==> src/rtl/clk_mode_pkg.sv <==
package clk_mode_pkg;

  typedef enum logic [2:0] {
    M_ENG_INT    = 3'd0,
    M_ENG_EXT    = 3'd1,
    M_BYP_INT    = 3'd2,
    M_BYP_INT_LP = 3'd3,
    M_BYP_EXT    = 3'd4,
    M_BYP_EXT_LP = 3'd5
  } clk_mode_e;

  typedef enum logic [1:0] {
    SRC_LOOP = 2'd0,
    SRC_INT  = 2'd1,
    SRC_EXT  = 2'd2
  } clk_src_e;

  function automatic logic mode_uses_int(clk_mode_e m);
    return (m == M_ENG_INT) || (m == M_BYP_INT) || (m == M_BYP_INT_LP);
  endfunction

  function automatic logic mode_runs_loop(clk_mode_e m);
    return (m != M_BYP_INT_LP) && (m != M_BYP_EXT_LP);
  endfunction

  function automatic clk_src_e mode_source(clk_mode_e m);
    case (m)
      M_ENG_INT, M_ENG_EXT:    return SRC_LOOP;
      M_BYP_INT, M_BYP_INT_LP: return SRC_INT;
      default:                 return SRC_EXT;
    endcase
  endfunction

endpackage

==> src/rtl/clk_mode_decode.sv <==
module clk_mode_decode
  import clk_mode_pkg::*;
(
  input  logic [1:0] sel_src,
  input  logic       ref_int_sel,
  input  logic       lp_req,
  input  logic       dbg_active,
  input  clk_mode_e  cur_mode,
  output clk_mode_e  nxt_mode,
  output logic       hold_evt
);

  logic lp_granted;
  assign lp_granted = lp_req && !dbg_active;

  always_comb begin
    nxt_mode = cur_mode;
    hold_evt = 1'b0;
    case (sel_src)
      2'b00: nxt_mode = ref_int_sel ? M_ENG_INT : M_ENG_EXT;
      2'b01: nxt_mode = lp_granted ? M_BYP_INT_LP : M_BYP_INT;
      2'b10: begin
        if (!ref_int_sel) nxt_mode = lp_granted ? M_BYP_EXT_LP : M_BYP_EXT;
        else              hold_evt = 1'b1;
      end
      default: hold_evt = 1'b1;
    endcase
  end

endmodule

==> src/rtl/clk_mode_regs.sv <==
module clk_mode_regs
  import clk_mode_pkg::*;
(
  input  logic      clk,
  input  logic      rst_n,
  input  clk_mode_e nxt_mode,
  input  logic      stop_req,
  input  logic      irc_en,
  input  logic      irc_stop_en,
  input  logic      erc_en,
  input  logic      erc_stop_en,
  output clk_mode_e mode_q,
  output clk_src_e  src_q,
  output logic      loop_en,
  output logic      dbg_clk_en,
  output logic      int_ref_en,
  output logic      ext_ref_en
);

  logic run_loop_d, int_d, ext_d;

  always_comb begin
    if (stop_req) begin
      run_loop_d = 1'b0;
      int_d      = irc_en && irc_stop_en;
      ext_d      = erc_en && erc_stop_en;
    end else begin
      run_loop_d = mode_runs_loop(nxt_mode);
      int_d      = mode_uses_int(nxt_mode) || irc_en;
      ext_d      = !mode_uses_int(nxt_mode) || erc_en;
    end
  end

  always_ff @(posedge clk or negedge rst_n) begin
    if (!rst_n) begin
      mode_q     <= M_ENG_INT;
      src_q      <= SRC_LOOP;
      loop_en    <= 1'b1;
      dbg_clk_en <= 1'b1;
      int_ref_en <= 1'b1;
      ext_ref_en <= 1'b0;
    end else begin
      mode_q     <= nxt_mode;
      src_q      <= mode_source(nxt_mode);
      loop_en    <= run_loop_d;
      dbg_clk_en <= run_loop_d;
      int_ref_en <= int_d;
      ext_ref_en <= ext_d;
    end
  end

  AST_STOP_QUIET: assert property (@(posedge clk) disable iff (!rst_n)
    stop_req |=> (!loop_en && !dbg_clk_en));
  AST_STOP_INT_KEEP: assert property (@(posedge clk) disable iff (!rst_n)
    stop_req |=> (int_ref_en == $past(irc_en && irc_stop_en)));
  AST_LP_NO_LOOP: assert property (@(posedge clk) disable iff (!rst_n)
    (!stop_req && (nxt_mode == M_BYP_EXT_LP || nxt_mode == M_BYP_INT_LP)) |=> !loop_en);

endmodule

==> src/rtl/clk_ref_settle.sv <==
module clk_ref_settle #(
  parameter int SETTLE_TICKS = 2
) (
  input  logic clk,
  input  logic rst_n,
  input  logic ref_int_sel,
  input  logic ref_tick,
  output logic ref_status,
  output logic sel_change,
  output logic tick_rise
);

  localparam int CNT_W = $clog2(SETTLE_TICKS + 1);
  localparam logic [CNT_W-1:0] LAST = CNT_W'(SETTLE_TICKS - 1);

  logic             sel_seen, tick_q, busy;
  logic [CNT_W-1:0] cnt;

  assign sel_change = (ref_int_sel != sel_seen);
  assign tick_rise  = ref_tick && !tick_q;

  always_ff @(posedge clk or negedge rst_n) begin
    if (!rst_n) begin
      sel_seen   <= 1'b1;
      tick_q     <= 1'b0;
      busy       <= 1'b0;
      cnt        <= '0;
      ref_status <= 1'b1;
    end else begin
      tick_q <= ref_tick;
      if (sel_change) begin
        sel_seen <= ref_int_sel;
        busy     <= 1'b1;
        cnt      <= '0;
      end else if (busy && tick_rise) begin
        if (cnt == LAST) begin
          ref_status <= sel_seen;
          busy       <= 1'b0;
          cnt        <= '0;
        end else begin
          cnt <= cnt + 1'b1;
        end
      end
    end
  end

  AST_STATUS_QUIET: assert property (@(posedge clk) disable iff (!rst_n)
    !tick_rise |=> $stable(ref_status));
  AST_SWITCH_RESTART: assert property (@(posedge clk) disable iff (!rst_n)
    sel_change |=> (cnt == '0));

endmodule

==> src/rtl/clk_mode_ctrl.sv <==
module clk_mode_ctrl
  import clk_mode_pkg::*;
#(
  parameter int SETTLE_TICKS = 2
) (
  input  logic       clk,
  input  logic       rst_n,
  input  logic [1:0] sel_src,
  input  logic       ref_int_sel,
  input  logic       lp_req,
  input  logic       dbg_active,
  input  logic       stop_req,
  input  logic       irc_en,
  input  logic       irc_stop_en,
  input  logic       erc_en,
  input  logic       erc_stop_en,
  input  logic       ref_tick,
  output logic [2:0] mode,
  output logic [1:0] out_src,
  output logic       loop_en,
  output logic       dbg_clk_en,
  output logic       int_ref_en,
  output logic       ext_ref_en,
  output logic       ref_status
);

  clk_mode_e mode_q, nxt_mode;
  clk_src_e  src_q;
  logic      hold_evt, sel_change, tick_rise;

  clk_mode_decode u_decode (
    .sel_src(sel_src), .ref_int_sel(ref_int_sel), .lp_req(lp_req),
    .dbg_active(dbg_active), .cur_mode(mode_q), .nxt_mode(nxt_mode),
    .hold_evt(hold_evt)
  );

  clk_mode_regs u_regs (
    .clk(clk), .rst_n(rst_n), .nxt_mode(nxt_mode), .stop_req(stop_req),
    .irc_en(irc_en), .irc_stop_en(irc_stop_en), .erc_en(erc_en),
    .erc_stop_en(erc_stop_en), .mode_q(mode_q), .src_q(src_q),
    .loop_en(loop_en), .dbg_clk_en(dbg_clk_en), .int_ref_en(int_ref_en),
    .ext_ref_en(ext_ref_en)
  );

  clk_ref_settle #(.SETTLE_TICKS(SETTLE_TICKS)) u_settle (
    .clk(clk), .rst_n(rst_n), .ref_int_sel(ref_int_sel), .ref_tick(ref_tick),
    .ref_status(ref_status), .sel_change(sel_change), .tick_rise(tick_rise)
  );

  assign mode    = mode_q;
  assign out_src = src_q;

  AST_RSVD_HOLD: assert property (@(posedge clk) disable iff (!rst_n)
    hold_evt |=> (mode == $past(mode)));
  AST_DBG_KEEPS_LOOP: assert property (@(posedge clk) disable iff (!rst_n)
    (sel_src == 2'b10 && !ref_int_sel && dbg_active && !stop_req)
      |=> (loop_en && dbg_clk_en && mode == 3'd4));
  AST_STOP_EXT_KEEP: assert property (@(posedge clk) disable iff (!rst_n)
    stop_req |=> (ext_ref_en == $past(erc_en && erc_stop_en)));

endmodule

==> config.mk <==
export PLATFORM = sky130hd
export DESIGN_NAME = clk_mode_ctrl
export DESIGN_NICKNAME = d
export VERILOG_FILES = /design/src/rtl/clk_mode_pkg.sv /design/src/rtl/clk_mode_decode.sv /design/src/rtl/clk_mode_regs.sv /design/src/rtl/clk_ref_settle.sv /design/src/rtl/clk_mode_ctrl.sv
export SDC_FILE = /design/constraint.sdc
export NUM_CORES = 1
export LEC_CHECK = 0
export CORE_MARGIN = 2
export CORE_UTILIZATION = 40
export DETAILED_ROUTE_END_ITERATION = 6
export PLACE_DENSITY = 0.76
export REMOVE_ABC_BUFFERS = 1
export SYNTH_ARGS = -nofsm -noshare
export SYNTH_HDL_FRONTEND = slang
export SYNTH_SLANG_ARGS = --single-unit
==> constraint.sdc <==
create_clock -name clk -period 1.23 [get_ports clk]
set_input_delay 0.123 -clock clk [delete_from_list [all_inputs] [get_ports clk]]
set_output_delay 0.123 -clock clk [all_outputs]
set_load 0.01 [all_outputs]
==> results.md <==
* Skew final at 0.000765 ns
* Met1 GRT Util at 20.7%
* Share of layout cells above drive strength 1 at 20.7%
* Area delta synth->final at 54.3%
* Post-synth cell types at 23
* Std-Cell Rows at 13
* M2 GR Usage at 29.5%
* Fin. max-slew vios at 0
* Ys flop type: dfrtp_1
* Setup violators final at 0
* Slew HR at 82.8%
* Vias in the first global route at 548
* Fillers at 116
* Place WS at -0.215 ns
* Switch Pwr at 255 uW
* I/O Buffers at 22
* Minimum clock period at 1.18 ns
* Cell with the most instances after synthesis: dfrtp_1
* Busiest grt layer: met2
* FF-to-FF path depth at 3
* Top cells by count, synth: dfrtp_1, inv_1, nand2_1
* Nets at 101
* Cell Chain, Critical Path: and3_1, a221o_1, a21o_1
* Hold Buf Count CTS at 0
* Max Fanout on Critical Path at 4
* Share of total power in combinational logic at 19.8%
* Global placer's final weighted congestion at 0.747
* Final period utilization at 95.6%
* H-tree depth at 1
* Largest net degree at the start of global routing at 15
* Max Cap Viol at 0
* Sw Ratio at 24.3%
* Pwr dens at 1160 nW/um2
* Post-synth EDFFs at 0
* Effective utilization at floorplan at 44.1%
* Critical path launch point type: flip-flop
* IO Count at 23
* First-pass DRT Iterations at 4
* Fin worst setup slack at 0.0540 ns
* Met3 Usage GRT at 5.17%
* Gate Count Post-Synth at 55
* Sink Count at 14
* Vias per Instance at 4.92
* Critical Path RT at 1.40 ns
* Global route total overflow at 0
* Worst setup path end: u_regs.ext_ref_en
* CTS root buffer: clkbuf_4
* Static leakage at 0.000453 uW
* Cell area after synthesis at 588 um2
* CTS tree: done
* CP Class: reg -> reg
* DRC violations left at 0
* WL/cell at 12.1 um
* HPWL Detailed at 946 um
* Tightest Pin Transition at 0.256 ns
* Synth warnings at 0
* Final Core Density at 68.0%
* Cell taking the most area after synthesis: dfrtp_1
* Fmax at 0.850 GHz
* Post-Syn Area per Cell at 10.7 um2
* Die X at 42.3 um
* CTS Buf Count at 3
* Crit-path max cell delay at 0.41 ns
* WL final at 1240 um
* Max VDD drop at 0.576 mV
* Initial DRC count at 3
* Initial antenna violation count at 0
* RSZ-0062 raised after global routing: no
* Hold Violations, Final at 0
* Clock Latency Late Sink at 0.27 ns
* Global-route wire length before repair at 2330 um
* Multi-input logic area at 199 um2
* Sequential share of the synthesized area at 60.4%
* Antenna Violating Nets Remaining at 0
* Top cells by area, synth: dfrtp_1, dfstp_2, inv_1
* Antenna cells at 0
* Slowest cell on the critical path: dfrtp_1
* CORE AREA at 1330 um2
* Area share of the largest cell type after synthesis at 42.6%
* Cell internal pwr at 796 uW
* DR vias at 502
* Clk slew on worst S/H paths at 0.08 ns
* Clock power frac at 30.7%
* Number of synthesized register bits at 14
* CTS Buffer Depth at 2
* Die Y at 42.3 um
* Worst path arrival time at 1.35 ns
* Register share of total power at 49.5%
* FF+latch area at 355 um2
* Outcome: completed
* Reg2reg start: u_regs.mode_q[0]
* Die ar. at 1790 um2
* Reg-to-reg setup timing slack at 0.05 ns
* Ys async rst share at 100%
* Worst Setup SP: u_regs.mode_q[0]
* Hold Crit Class: in -> async
* CP Capture Type: flip-flop
* Worst R2R End: u_regs.ext_ref_en
* GRT Overall Usage at 17.6%
power groups by stage:
stage / clock (uW) / sequential [uW] / combinational [uW]
3_5_place_dp: 0 / 529 / 227
6_report: 323 / 520 / 208
3_3_place_gp: 0 / 529 / 222
4_1_cts: 336 / 520 / 210
5_1_grt: 358 / 525 / 230
2_1_floorplan: 0 / 542 / 62.7
what timing repair did:
item / CTS / global route
gates resized for setup: 10 / 6
setup buffers: 0 / 0
setup endpoints to repair: 10 / 7
pin swaps: 0 / 0
cell type report:
cell class,instances,area share [%]
clock buffer,4,4.00
inverter,6,2.48
multi-input combinational,33,21.9
sequential,14,39.2
tap,15,2.07
timing repair buffer,30,30.3
cells by family (layout without fill, tap and decap cells):
family | after synthesis | count (layout) | synth area share, %
compound gates | 15 | 15 | 16.6
simple gates | 15 | 15 | 12.8
flops | 14 | 14 | 60.4
buf+inv | 8 | 40 | 5.74
xor+xnor | 3 | 3 | 4.47
state kept, by name, summed over array words and instances (netlist names):
register             flops
u_regs.ext_ref_en        1
u_regs.int_ref_en        1
u_regs.loop_en           1
u_regs.mode_q            3
u_regs.src_q             2
u_settle.busy            1
u_settle.cnt             2
u_settle.ref_status      1
u_settle.sel_seen        1
u_settle.tick_q          1
metal layers:
metal / part of all wire [%] / vias to the layer above
met4: 0.56 / 0
met2: 50 / 20
li1: - / 246
met1: 43 / 234
met5: 0 / -
met3: 6.5 / 2
cells in the final DEF, fill, tap and decap left out:
cell	instances
clkdlybuf4s50_1	11
dfrtp_1	10
buf_4	8
inv_1	6
dlygate4sd2_1	6
nand2_1	5
nor2_1	4
clkdlybuf4s15_1	4
dfstp_2	4
a21oi_1	3
o21ai_0	3
clkbuf_4	3
o21ai_1	2
and3_1	2
a21o_1	2
xor2_1	2
o31ai_1	1
a221o_1	1
a21oi_2	1
o21ai_2	1
and2_1	1
xnor2_1	1
nand3b_1	1
nand4b_1	1
or2_1	1
o211ai_1	1
clkbuf_8	1
dlymetal6s2s_1	1
through the flow:
step | total power, uW | std cells | hold WS [ns] | TNS, ns | cell area (um2)
after floorplan | 605 | 53 | -0.173 | 0 | 577
after global placement | 751 | 98 | 0.446 | -0.884 | 876
after detailed placement | 756 | 98 | 0.459 | -1.01 | 876
after CTS | 1070 | 102 | 0.154 | 0 | 900
after global routing | 1110 | 102 | 0.154 | 0 | 907
final | 1050 | 102 | 0.154 | 0 | 907
worst min-delay path by stage:
| stage | from | to | depth (start not counted) |
|---|---|---|---|
| after floorplan | rst_n | u_regs.ext_ref_en | 0 |
| after global placement | rst_n | u_settle.cnt[1] | 2 |
| after detailed placement | rst_n | u_settle.cnt[1] | 2 |
| after CTS | rst_n | u_regs.src_q[0] | 2 |
| after global routing | rst_n | u_regs.mode_q[0] | 2 |
| final | rst_n | u_regs.mode_q[0] | 2 |
worst max-delay path: cells and delay by family, from the launching register on:
family | cells | cell delay, ns
AO/OA/AOI/OAI | 2 | 0.48
AND/OR/NAND/NOR | 1 | 0.19
flip-flops | 1 | 0.41
Power figures use the tool's default switching activity.
